File: src/rtl/cfg_mode_pkg.sv
package cfg_mode_pkg;

    // Normalised event class seen by the state graph
    typedef enum logic {
        EVK_DEFAULT = 1'b0,
        EVK_NAMED   = 1'b1
    } evk_e;

    // Transition kind chosen by the state graph
    typedef enum logic {
        STEP_HOLD = 1'b0,
        STEP_MOVE = 1'b1
    } step_e;

endpackage

File: src/rtl/cfg_event_norm.sv
module cfg_event_norm
    import cfg_mode_pkg::*;
#(
    parameter int N_CFG = 3,
    parameter int SW    = 2
) (
    input  logic             clk,
    input  logic             rst,
    input  logic [N_CFG-1:0] ev_in,
    input  logic             busy,
    output evk_e             ev_kind,
    output logic [SW-1:0]    ev_idx
);

    logic          found;
    logic [SW-1:0] pick;

    // Priority pick: scanning downwards lets the lowest index win
    always_comb begin
        found = 1'b0;
        pick  = '0;
        for (int i = N_CFG - 1; i >= 0; i--) begin
            if (ev_in[i]) begin
                found = 1'b1;
                pick  = SW'(i);
            end
        end
    end

    always_ff @(posedge clk) begin
        if (rst) begin
            ev_kind <= EVK_DEFAULT;
            ev_idx  <= '0;
        end else if (busy || !found) begin
            ev_kind <= EVK_DEFAULT;
            ev_idx  <= '0;
        end else begin
            ev_kind <= EVK_NAMED;
            ev_idx  <= pick;
        end
    end

    AST_BUSY_SUPPRESSES: assert property (@(posedge clk) disable iff (rst)
        busy |=> (ev_kind == EVK_DEFAULT));
    AST_IDLE_IS_DEFAULT: assert property (@(posedge clk) disable iff (rst)
        (ev_in == '0) |=> (ev_kind == EVK_DEFAULT));
    AST_EVENT_NAMED: assert property (@(posedge clk) disable iff (rst)
        (!busy && ev_in != '0) |=> (ev_kind == EVK_NAMED));

endmodule

File: src/rtl/cfg_state_graph.sv
module cfg_state_graph
    import cfg_mode_pkg::*;
#(
    parameter int                     N_CFG      = 3,
    parameter int                     SW         = 2,
    parameter logic [N_CFG*N_CFG-1:0] TRANS_EN   = '1,
    parameter int                     INIT_STATE = 0
) (
    input  logic          clk,
    input  logic          rst,
    input  evk_e          ev_kind,
    input  logic [SW-1:0] ev_idx,
    output logic [SW-1:0] state_q,
    output logic          chg_q
);

    logic [N_CFG-1:0] row;
    step_e            step;
    logic [SW-1:0]    nxt;

    // Outgoing transition enables of the current state
    always_comb begin
        row = '0;
        for (int s = 0; s < N_CFG; s++) begin
            if (state_q == SW'(s)) row = TRANS_EN[s*N_CFG +: N_CFG];
        end
    end

    // Transition selection
    always_comb begin
        step = STEP_HOLD;
        unique case (ev_kind)
            EVK_DEFAULT: step = STEP_HOLD;
            EVK_NAMED: begin
                if (ev_idx != state_q && row[ev_idx]) step = STEP_MOVE;
            end
            default: step = STEP_HOLD;
        endcase
    end

    // Output (mode value) selection
    always_comb begin
        unique case (step)
            STEP_MOVE: nxt = ev_idx;
            STEP_HOLD: nxt = state_q;
            default:   nxt = state_q;
        endcase
    end

    // State register: the reached state is the source of the next step
    always_ff @(posedge clk) begin
        if (rst) begin
            state_q <= SW'(INIT_STATE);
            chg_q   <= 1'b0;
        end else begin
            state_q <= nxt;
            chg_q   <= (step == STEP_MOVE);
        end
    end

    AST_DEFAULT_HOLDS: assert property (@(posedge clk) disable iff (rst)
        (ev_kind == EVK_DEFAULT) |=> (!chg_q && $stable(state_q)));
    AST_MOVE_TARGET: assert property (@(posedge clk) disable iff (rst)
        chg_q |-> (state_q == $past(ev_idx)));
    AST_MOVE_IS_NEW: assert property (@(posedge clk) disable iff (rst)
        chg_q |-> (state_q != $past(state_q)));

endmodule

File: src/rtl/cfg_region_dec.sv
module cfg_region_dec #(
    parameter int                    N_CFG      = 3,
    parameter int                    SW         = 2,
    parameter int                    IW         = 2,
    parameter logic [N_CFG*IW-1:0]   MAP        = '0,
    parameter logic [N_CFG-1:0]      MASK       = '1,
    parameter int                    INIT_STATE = 0
) (
    input  logic          clk,
    input  logic          rst,
    input  logic [SW-1:0] mode,
    input  logic          chg,
    output logic [IW-1:0] sel_q,
    output logic          swap,
    output logic [IW-1:0] swap_impl
);

    localparam logic [IW-1:0] INIT_IMPL = MAP[INIT_STATE*IW +: IW];

    logic          hit;
    logic [IW-1:0] tgt;

    // Match the broadcast mode value against this region's configurations
    always_comb begin
        hit = 1'b0;
        tgt = sel_q;
        for (int c = 0; c < N_CFG; c++) begin
            if (mode == SW'(c) && MASK[c]) begin
                hit = 1'b1;
                tgt = MAP[c*IW +: IW];
            end
        end
    end

    always_ff @(posedge clk) begin
        if (rst) begin
            sel_q     <= INIT_IMPL;
            swap      <= 1'b0;
            swap_impl <= INIT_IMPL;
        end else begin
            swap <= 1'b0;
            if (chg && hit && tgt != sel_q) begin
                sel_q     <= tgt;
                swap      <= 1'b1;
                swap_impl <= tgt;
            end
        end
    end

    AST_SWAP_CHANGES_SEL: assert property (@(posedge clk) disable iff (rst)
        swap |-> (sel_q != $past(sel_q)));
    AST_QUIET_KEEPS_SEL: assert property (@(posedge clk) disable iff (rst)
        !swap |-> $stable(sel_q));
    AST_MISS_NO_SWAP: assert property (@(posedge clk) disable iff (rst)
        (chg && !hit) |=> !swap);

endmodule

File: src/rtl/cfg_mode_ctrl.sv
module cfg_mode_ctrl
    import cfg_mode_pkg::*;
#(
    parameter int                           N_CFG      = 3,
    parameter int                           N_REG      = 3,
    parameter int                           IW         = 2,
    parameter logic [N_CFG-1:0]             INIT_FLAGS = 3'b010,
    parameter logic [N_CFG*N_CFG-1:0]       TRANS_EN   = 9'b110111111,
    parameter logic [N_REG*N_CFG*IW-1:0]    IMPL_MAP   = 18'b00_00_00_00_01_00_01_01_00,
    parameter logic [N_REG*N_CFG-1:0]       REG_MASK   = 9'b111011111,
    localparam int                          SW         = (N_CFG > 1) ? $clog2(N_CFG) : 1
) (
    input  logic              clk,
    input  logic              rst,
    input  logic [N_CFG-1:0]  ev_in,
    input  logic              busy,
    output logic [SW-1:0]     cur_cfg,
    output logic [N_REG*IW-1:0] region_sel,
    output logic [N_REG-1:0]  swap_req,
    output logic [N_REG*IW-1:0] swap_impl
);

    // Lowest state whose initial flag is set
    function automatic int init_state();
        int res = 0;
        for (int i = N_CFG - 1; i >= 0; i--) begin
            if (INIT_FLAGS[i]) res = i;
        end
        return res;
    endfunction

    // A region is fixed when every configuration it joins uses one implementation
    function automatic bit is_fixed(int r);
        bit            seen = 0;
        bit            same = 1;
        logic [IW-1:0] first = '0;
        for (int c = 0; c < N_CFG; c++) begin
            if (REG_MASK[r*N_CFG + c]) begin
                if (!seen) begin
                    seen  = 1;
                    first = IMPL_MAP[(r*N_CFG + c)*IW +: IW];
                end else if (IMPL_MAP[(r*N_CFG + c)*IW +: IW] != first) begin
                    same = 0;
                end
            end
        end
        return same;
    endfunction

    function automatic logic [IW-1:0] fixed_impl(int r);
        logic [IW-1:0] v = '0;
        for (int c = N_CFG - 1; c >= 0; c--) begin
            if (REG_MASK[r*N_CFG + c]) v = IMPL_MAP[(r*N_CFG + c)*IW +: IW];
        end
        return v;
    endfunction

    localparam int INIT_ST = init_state();

    evk_e          ev_kind;
    logic [SW-1:0] ev_idx;
    logic [SW-1:0] state_q;
    logic          chg_q;

    cfg_event_norm #(.N_CFG(N_CFG), .SW(SW)) u_norm (
        .clk    (clk),
        .rst    (rst),
        .ev_in  (ev_in),
        .busy   (busy),
        .ev_kind(ev_kind),
        .ev_idx (ev_idx)
    );

    cfg_state_graph #(
        .N_CFG     (N_CFG),
        .SW        (SW),
        .TRANS_EN  (TRANS_EN),
        .INIT_STATE(INIT_ST)
    ) u_graph (
        .clk    (clk),
        .rst    (rst),
        .ev_kind(ev_kind),
        .ev_idx (ev_idx),
        .state_q(state_q),
        .chg_q  (chg_q)
    );

    assign cur_cfg = state_q;

    for (genvar r = 0; r < N_REG; r++) begin : g_region
        if (is_fixed(r)) begin : g_fixed
            assign region_sel[r*IW +: IW] = fixed_impl(r);
            assign swap_req[r]            = 1'b0;
            assign swap_impl[r*IW +: IW]  = fixed_impl(r);
        end else begin : g_dec
            cfg_region_dec #(
                .N_CFG     (N_CFG),
                .SW        (SW),
                .IW        (IW),
                .MAP       (IMPL_MAP[r*N_CFG*IW +: N_CFG*IW]),
                .MASK      (REG_MASK[r*N_CFG +: N_CFG]),
                .INIT_STATE(INIT_ST)
            ) u_dec (
                .clk      (clk),
                .rst      (rst),
                .mode     (state_q),
                .chg      (chg_q),
                .sel_q    (region_sel[r*IW +: IW]),
                .swap     (swap_req[r]),
                .swap_impl(swap_impl[r*IW +: IW])
            );
        end
    end

    AST_CFG_IN_RANGE: assert property (@(posedge clk) disable iff (rst)
        (int'(cur_cfg) < N_CFG));
    AST_RESET_NO_SWAP: assert property (@(posedge clk)
        rst |=> (swap_req == '0));

endmodule

File: config.mk
export PLATFORM = sky130hd
export DESIGN_NAME = cfg_mode_ctrl
export DESIGN_NICKNAME = d
export VERILOG_FILES = /design/src/rtl/cfg_mode_pkg.sv /design/src/rtl/cfg_event_norm.sv /design/src/rtl/cfg_state_graph.sv /design/src/rtl/cfg_region_dec.sv /design/src/rtl/cfg_mode_ctrl.sv
export SDC_FILE = /design/constraint.sdc
export NUM_CORES = 1
export LEC_CHECK = 0
export ABC_AREA = 1
export ABC_CLOCK_PERIOD_IN_PS = 2770
export BUFFER_PORTS_ARGS = -buffer_cell sky130_fd_sc_hd__buf_2
export CAP_MARGIN = 25
export CORE_MARGIN = 10
export CORE_UTILIZATION = 39
export CTS_BUF_LIST = sky130_fd_sc_hd__clkbuf_16
export CTS_CLUSTER_SIZE = 30
export DETAILED_ROUTE_END_ITERATION = 16
export PLACE_DENSITY = 0.66
export SLEW_MARGIN = 0
export SYNTH_ARGS = -nofsm -noshare
export SYNTH_HDL_FRONTEND = slang
export SYNTH_SLANG_ARGS = --single-unit
File: constraint.sdc
create_clock -name clk -period 2.77 [get_ports clk]
set_input_delay 0.4155 -clock clk [delete_from_list [all_inputs] [get_ports clk]]
set_output_delay 0.4155 -clock clk [all_outputs]
set_load 0.02 [all_outputs]
==> results of run 1 <==
## logic make-up after synthesis
group / count (synthesis) / share of synthesized area
buf+inv: 26 / 0.2229
simple gates: 38 / 0.2992
mux: 1 / 0.01606
flops: 12 / 0.3855
other cells: 1 / 0.006018
compound gates: 6 / 0.07026
## state kept, by name, summed over array words and instances, names as in the netlist
| signal | flops |
|---|---|
| u_graph.chg_q | 1 |
| g_region.g_dec.u_dec.sel_q | 4 |
| u_norm.ev_kind | 1 |
| u_graph.state_q | 2 |
| g_region.g_dec.u_dec.swap | 2 |
| u_norm.ev_idx | 2 |
## per-layer routing
metal	wire length, um	up-vias
li1	-	271
met1	481	236
met2	612	18
met3	105	4
met4	28	0
met5	0	-
## power by group through the flow
stage,Sequential [mW],Combinational (mW),Clock [mW]
2_1_floorplan,0.192,0.0492,0
3_3_place_gp,0.189,0.0610,0
3_5_place_dp,0.189,0.0615,0
4_1_cts,0.186,0.0618,0.266
5_1_grt,0.187,0.0705,0.274
6_report,0.186,0.0619,0.261
## layout make-up
| type | count | area share |
|---|---|---|
| Multi-Input combinational cell | 50 | 0.3503 |
| Timing Repair Buffer | 17 | 0.1151 |
| Sequential cell | 12 | 0.3249 |
| Tap cell | 16 | 0.02707 |
| Clock inverter | 1 | 0.005076 |
| Clock buffer | 3 | 0.1015 |
| Inverter | 15 | 0.07614 |
## cell usage in the layout, fill, tap and decap left out, drive strengths merged
| cell type | count |
|---|---|
| a21boi | 1 |
| clkbuf | 3 |
| conb | 5 |
| buf | 17 |
| nand4 | 3 |
| nand3 | 6 |
| nor2 | 6 |
| clkinv | 1 |
| nor3 | 1 |
| dfxtp | 12 |
| mux2i | 1 |
| o211ai | 1 |
| nand2 | 22 |
| o21ai | 2 |
| a21oi | 2 |
| inv | 15 |
## worst paths after layout
kind,endpoint,depth (start not counted),start
setup / recovery,cur_cfg[0],1,u_graph.state_q[0]
setup reg to reg,g_region[0].g_dec.u_dec.sel_q[0],5,u_graph.state_q[1]
hold / removal,u_graph.chg_q,2,rst
hold reg to reg,g_region[1].g_dec.u_dec.sel_q[1],2,g_region[1].g_dec.u_dec.sel_q[1]
## per-stage QoR
stage | setup WS (ns) | util | power [mW]
floorplan | 1.695 | - | 0.2416
CTS | 1.457 | 0.4909 | 0.5138
detailed placement | 1.716 | 0.4385 | 0.2505
global route | 1.430 | 0.4909 | 0.5315
finish | 1.474 | 0.4909 | 0.5086
global placement | 1.720 | 0.4385 | 0.2497
==> impl_metrics.ini, run 1 <==
[global_routing]
grt_overflow = 0
grt_pass1_vias = 547
met3_usage = 0.04237
grt_busiest_layer = met2
track_usage = 0.07846
grt_max_degree = 8
grt_pass1_wl_mm = 2.159
grtUsageMet1 = 0.07220
antenna_found_initial = 0
use_met2 = 0.1294

[die]
rows = 14
die_h_um = 59.97
ioPinCount = 23
die-area_um2 = 3596
core_area_um2 = 1506
die-width_um = 59.97
start_util = 0.4136

[place]
hpwl_um = 991.8
portBuffers = 17
placed_cells = 110
place_congestion = 0.7128
placed_area_um2 = 660.6

[sta]
finalCritPeriodShare = 0.4678
slew_violations = 0
hold_viol_final = 0
final-setup-viol-count = 0
final.setup.tns_ns = 0
period_needed_ns = 1.296
fmax_mhz = 771.7
rsz0062_at_grt = no
hold_ws_ns = 0.4022
finClkSkew_ns = 0.001936

[final_layout]
regArea_um2 = 240.2
n_antenna_cell = 0
final_cell_area_um2 = 739.5
multiInputGateArea_um2 = 259.0
area_growth_pct = 18.67
final_layout_size_suffix_gt1_frac = 0.3571
fin_nets = 105
filler_cell_count = 154
final_cells = 114

[logic_synthesis]
yosysMostFrequentCell = nand2_1
ys_warn_count = 0
yosysTopAreaCellShare = 0.3855
synth_cell_types = 19
ys_ff_latch = 12
synth_flop_cell = dfxtp_1
synth_edf_count = 0
synth.avg_cell_area_um2 = 7.418
synth_area_um2 = 623.1
synth_common_cells = nand2_1 (17), dfxtp_1 (12), buf_4 (11), inv_1 (11)
synthArstFlopShare = 0
synth_area_leader_cell = dfxtp_1
synth_cells = 84
yosysSeqAreaShare = 0.3855
ys_top_cells_by_area = dfxtp_1 (39%), buf_4 (13%), nand2_1 (10%)

[power]
p_sw_frac = 0.2357
ir_drop_mv = 0.4260
pwr-share-clk = 0.513
power.net_switching_mw = 0.1199
leakage_nw = 0.4047
p_comb_frac = 0.122
p_int_mw = 0.3887
powerDensity_nw_per_um2 = 687.9
share_seq_of_total_power = 0.365

[setup_path]
path_max_fanout = 7
crit_family = flip-flops
cp_slowest_cell = dfxtp_1
timing.reg2reg.setup_slack_ns = 1.76
crit_path_start_kind = flip-flop
path_cells = buf_2
crit_required_ns = 2.35
critPathKind = reg2out
crit_arrival_ns = 0.88
cpPeakStageDelay_ns = 0.43
cp-end-kind = output port
cp.buffers_inverters = 1

[flow_run]
drv_cap = 0

[run_status]
status = finished, final reports clean

[clocking]
clkLatencyLatePin_ns = 0.24
cts_tree = done
post_cts_resized = 0
hold_buffers = 0
cts.clk_slew.worst_paths_ns = 0.04
cts_max_level = 1
cts.path.max_buffers = 2
ctsRootBufferMaster = clkbuf_16
numCtsBuffers = 3
cts_setup_buffers = 0
numClockSinks = 12

[route]
drtIter0Drc = 8
vias = 529
vias_per_cell = 4.640
route.detailed.drc = 0
ant_nets = 0
wire_per_inst_um = 10.76
firstDrtPassIters = 4
route.final.wire_length_mm = 1.227

[min_path]
hp-class = in2reg
(Power assumes the default switching activity.)
==> run 2, diff against run 1 <==
--- a/config.mk
+++ b/config.mk
@@ -6,7 +6,7 @@
 export NUM_CORES = 1
 export LEC_CHECK = 0
 export ABC_AREA = 1
-export ABC_CLOCK_PERIOD_IN_PS = 2770
+export ABC_CLOCK_PERIOD_IN_PS = 1100
 export BUFFER_PORTS_ARGS = -buffer_cell sky130_fd_sc_hd__buf_2
 export CAP_MARGIN = 25
 export CORE_MARGIN = 10
@@ -14,7 +14,7 @@
 export CTS_BUF_LIST = sky130_fd_sc_hd__clkbuf_16
 export CTS_CLUSTER_SIZE = 30
 export DETAILED_ROUTE_END_ITERATION = 16
-export PLACE_DENSITY = 0.66
+export PLACE_DENSITY = 0.68
 export SLEW_MARGIN = 0
 export SYNTH_ARGS = -nofsm -noshare
 export SYNTH_HDL_FRONTEND = slang
==> constraint.sdc (replaced) <==
create_clock -name clk -period 1.1 [get_ports clk]
set_input_delay 0.165 -clock clk [delete_from_list [all_inputs] [get_ports clk]]
set_output_delay 0.165 -clock clk [all_outputs]
set_load 0.02 [all_outputs]
==> run 2 against run 1 <==
Combinational power grew to 2.6 times the previous value. Sequential cell count is the same. Wire length grew 2.8%. Register-to-register slack lost 1.6 ns. First-iteration DRC count grew 38%. Total power grew to 2.5 times the previous value. Sequential power grew to 2.5 times the previous value. Die area is the same. Cell area grew 1.2%. Core utilization grew 0.58 points. Critical endpoint is now cur_cfg[1].
==> impl_metrics.ini, run 2 (synthesis results as in run 1) <==
[run_status]
status = finished, final reports clean

[power]
p_int_mw = 0.9834
p_sw_frac = 0.2393
leakage_nw = 0.4096
power.net_switching_mw = 0.3094
total_power_mw = 1.293
pwr-share-clk = 0.512
powerDensity_nw_per_um2 = 1728
ir_drop_mv = 0.9413
p_comb_frac = 0.126
share_seq_of_total_power = 0.361

[setup_path]
path_max_fanout = 3
crit_required_ns = 0.94
timing.reg2reg.setup_slack_ns = 0.16
cp-end-kind = output port
crit_path_start_kind = flip-flop
critPathKind = reg2out
crit_arrival_ns = 0.86

[route]
firstDrtPassIters = 2
vias_per_cell = 4.600
wire_per_inst_um = 10.97
route.final.wire_length_mm = 1.261
ant_nets = 0
vias = 529
route.detailed.drc = 0
drtIter0Drc = 11

[die]
die_h_um = 59.97
rows = 14
ioPinCount = 23
core_area_um2 = 1506
start_util = 0.4136
die-area_um2 = 3596
die-width_um = 59.97

[global_routing]
grt_pass1_vias = 525
grt_pass1_wl_mm = 2.152
grt_max_degree = 8
met3_usage = 0.04873
grt_busiest_layer = met2
grtUsageMet1 = 0.08034
track_usage = 0.07624
antenna_found_initial = 0
grt_overflow = 0
use_met2 = 0.1176

[final_layout]
multiInputGateArea_um2 = 259.0
fin_nets = 106
final_layout_size_suffix_gt1_frac = 0.3737
area_growth_pct = 20.08
regArea_um2 = 241.5
largest_register = g_region.g_dec.u_dec.sel_q
largest_reg_flops = 4
final_cell_mix = nand2_1 (17), buf_2 (17), inv_1 (11), dfxtp_1 (11)
filler_cell_count = 153
n_antenna_cell = 0

[clocking]
cts_max_level = 1
cts.path.max_buffers = 2
clkLatencyLatePin_ns = 0.24
hold_buffers = 0
cts_setup_buffers = 0
cts_tree = done
numCtsBuffers = 3
post_cts_resized = 0
ctsRootBufferMaster = clkbuf_16
cts.clk_slew.worst_paths_ns = 0.04
numClockSinks = 12

[sta]
hold_viol_final = 0
final-setup-viol-count = 0
finalCritPeriodShare = 0.9280
fmax_mhz = 979.6
finClkSkew_ns = 0.001476
final.setup.tns_ns = 0
slew_violations = 0
fin_ws_ns = 0.07915
period_needed_ns = 1.021
rsz0062_at_grt = no

[place]
detailedPlace.worstSlack_ns = 0.1133
place_congestion = 0.8269
portBuffers = 17
hpwl_mm = 1.010

[flow_run]
drv_cap = 0

[min_path]
hp-class = in2reg
## run 2: worst paths after layout
path,to,startpoint,depth (start not counted)
setup / recovery,cur_cfg[1],u_graph.state_q[1],2
hold / removal,u_norm.ev_idx[0],ev_in[1],3
setup reg to reg,g_region[0].g_dec.u_dec.sel_q[0],u_graph.state_q[1],5
hold reg to reg,g_region[1].g_dec.u_dec.sel_q[1],g_region[1].g_dec.u_dec.sel_q[1],2
## run 2: layout make-up
cell class,instances,share of cell area
multi-input combinational,50,0.3462
sequential,12,0.3227
timing repair buffer,18,0.1237
clock buffer,3,0.1003
inverter,15,0.07525
tap,16,0.02676
clock inverter,1,0.005017
## run 2: power by group through the flow
stage,sequential [mW],clock (mW),combinational (mW)
floorplan,0.485,0,0.124
global placement,0.474,0,0.159
detailed placement,0.475,0,0.162
CTS,0.467,0.674,0.163
global route,0.470,0.698,0.183
finish,0.467,0.662,0.163
## run 2: worst max-delay path: stages, from the launching register on
cell     delay, ns
dfxtp_1       0.34
buf_4         0.12
buf_2         0.15
## run 2: per-layer routing
metal | share of wire | wire, um
met1 | 0.40 | 507
met2 | 0.47 | 592
met3 | 0.12 | 154
met4 | 0.0048 | 6
met5 | 0 | 0
## run 2: metrics by stage
step	utilization	area, um^2	cells	hold WS [ns]
floorplan	-	638.1	88	0.2359
global placement	0.4435	668.1	111	0.4021
detailed placement	0.4435	668.1	111	0.4055
CTS	0.4958	747.0	115	0.1584
global route	0.4967	748.2	115	0.1844
finish	0.4967	748.2	115	0.1573
==> run 3, diff against run 2 <==
==> constraint.sdc (replaced) <==
create_clock -name clk -period 1.1 [get_ports clk]
set_input_delay 0.22 -clock clk [delete_from_list [all_inputs] [get_ports clk]]
set_output_delay 0.22 -clock clk [all_outputs]
set_load 0.02 [all_outputs]
==> run 3 against run 2 <==
Combinational power about the same. Via count did not move. Fmax shrank 3.7%. Sequential cell count unchanged. Wire length unchanged. Worst setup slack worse by 0.039 ns. Non-clock buffer count stayed put. Sequential share of layout area shrank 0.11 points. Hold slack improved by 0.055 ns. Largest cell class unchanged. Highest routed layer unchanged.
==> impl_metrics.ini, run 3 (synthesis results as in run 1) <==
[run_status]
status = finished, final reports clean

[final_layout]
regArea_um2 = 241.5
area_growth_pct = 20.48
final_layout_size_suffix_gt1_frac = 0.3737
layout_commonest_cell = nand2_1
largest_reg_flops = 4
filler_cell_count = 154
multiInputGateArea_um2 = 259.0
final_cell_mix = nand2_1 (17), buf_2 (16), inv_1 (11), dfxtp_1 (11)
largest_register = g_region.g_dec.u_dec.sel_q
fin_nets = 106
n_antenna_cell = 0

[sta]
period_needed_ns = 1.060
slew_violations = 0
fin_ws_ns = 0.04045
final.setup.tns_ns = 0
rsz0062_at_grt = no
final-setup-viol-count = 0
finalCritPeriodShare = 0.9632
finClkSkew_ns = 0.001476
hold_viol_final = 0
fmax_mhz = 943.8

[setup_path]
path_max_fanout = 3
crit_path_start_kind = flip-flop
critPathKind = reg2out
cp-end-kind = output port
crit_required_ns = 0.88
crit_arrival_ns = 0.84

[route]
vias_per_cell = 4.600
drtIter0Drc = 11
vias = 529
ant_nets = 0
route.detailed.drc = 0
firstDrtPassIters = 2
route.final.wire_length_mm = 1.261
wire_per_inst_um = 10.97

[place]
place_congestion = 0.8269
detailedPlace.worstSlack_ns = 0.1133
hpwl_mm = 1.010
portBuffers = 17

[clocking]
hold_buffers = 0
cts.path.max_buffers = 2
clkLatencyLatePin_ns = 0.24
cts.clk_slew.worst_paths_ns = 0.04
numCtsBuffers = 3
cts_tree = done
cts_max_level = 1
numClockSinks = 12
ctsRootBufferMaster = clkbuf_16

[die]
start_util = 0.4136
die-area_um2 = 3596
die-width_um = 59.97
die_h_um = 59.97
core_area_um2 = 1506
rows = 14
ioPinCount = 23

[power]
leakage_nw = 0.4097
ir_drop_mv = 0.9413
powerDensity_nw_per_um2 = 1724

[min_path]
hp-class = in2reg

[global_routing]
grt_max_degree = 8
antenna_found_initial = 0
grt_pass1_vias = 525
grt_overflow = 0
track_usage = 0.07624
grt_pass1_wl_mm = 2.152

[flow_run]
drv_cap = 0
==> run 3: critical path, stage by stage, from the launching register on <==
cell,delay [ns]
dfxtp_1,0.31
buf_4,0.14
buf_4,0.15
==> run 3: layer usage <==
| metal | up-vias | global-route usage | part of all wire |
|---|---|---|---|
| met5 | - | 0 | 0 |
| met4 | 0 | 0.03205 | 0.0048 |
| met3 | 2 | 0.04873 | 0.12 |
| met2 | 18 | 0.1176 | 0.47 |
| met1 | 236 | 0.08034 | 0.40 |
| li1 | 273 | - | - |
==> run 3: final cells by class <==
class | count | share of cell area
clock inverter | 1 | 0.005000
inverter | 15 | 0.07500
sequential | 12 | 0.3217
tap | 16 | 0.02667
timing repair buffer | 18 | 0.1267
clock buffer | 3 | 0.1000
multi-input combinational | 50 | 0.3450
==> run 3: worst paths after layout <==
check                                         from                                to  slack [ns]  cells after the start
setup reg to reg                u_graph.state_q[1]                u_graph.state_q[0]        0.16                      6
hold / removal                            ev_in[1]                  u_norm.ev_idx[0]        0.21                      3
hold reg to reg   g_region[1].g_dec.u_dec.sel_q[1]  g_region[1].g_dec.u_dec.sel_q[1]        0.46                      2
setup / recovery                u_graph.state_q[1]                        cur_cfg[1]        0.04                      2
==> run 3: report_power, final <==
part / internal [mW] / leakage, nW / switching (mW)
registers: 0.453 / 0.0973 / 0.0145
logic: 0.0543 / 0.274 / 0.111
clock network: 0.478 / 0.0385 / 0.184
==> run 3: per-stage QoR <==
| stage | power, mW | area, um^2 | utilization | std cells | hold WS (ns) |
|---|---|---|---|---|---|
| 3_3_place_gp | 0.6325 | 668.1 | 0.4435 | 111 | 0.4528 |
| 4_1_cts | 1.305 | 748.2 | 0.4967 | 115 | 0.2134 |
| 6_report | 1.294 | 750.7 | 0.4983 | 115 | 0.2123 |
| 2_1_floorplan | 0.6085 | 638.1 | - | 88 | 0.2909 |
| 3_5_place_dp | 0.6369 | 668.1 | 0.4435 | 111 | 0.4588 |
| 5_1_grt | 1.352 | 750.7 | 0.4983 | 115 | 0.2394 |
==> run 3: timing repair <==
action | CTS | global route
pin swaps | 0 | 0
resized for setup | 1 | 1
buffers inserted | 0 | 0
setup endpoints to repair | 1 | 1
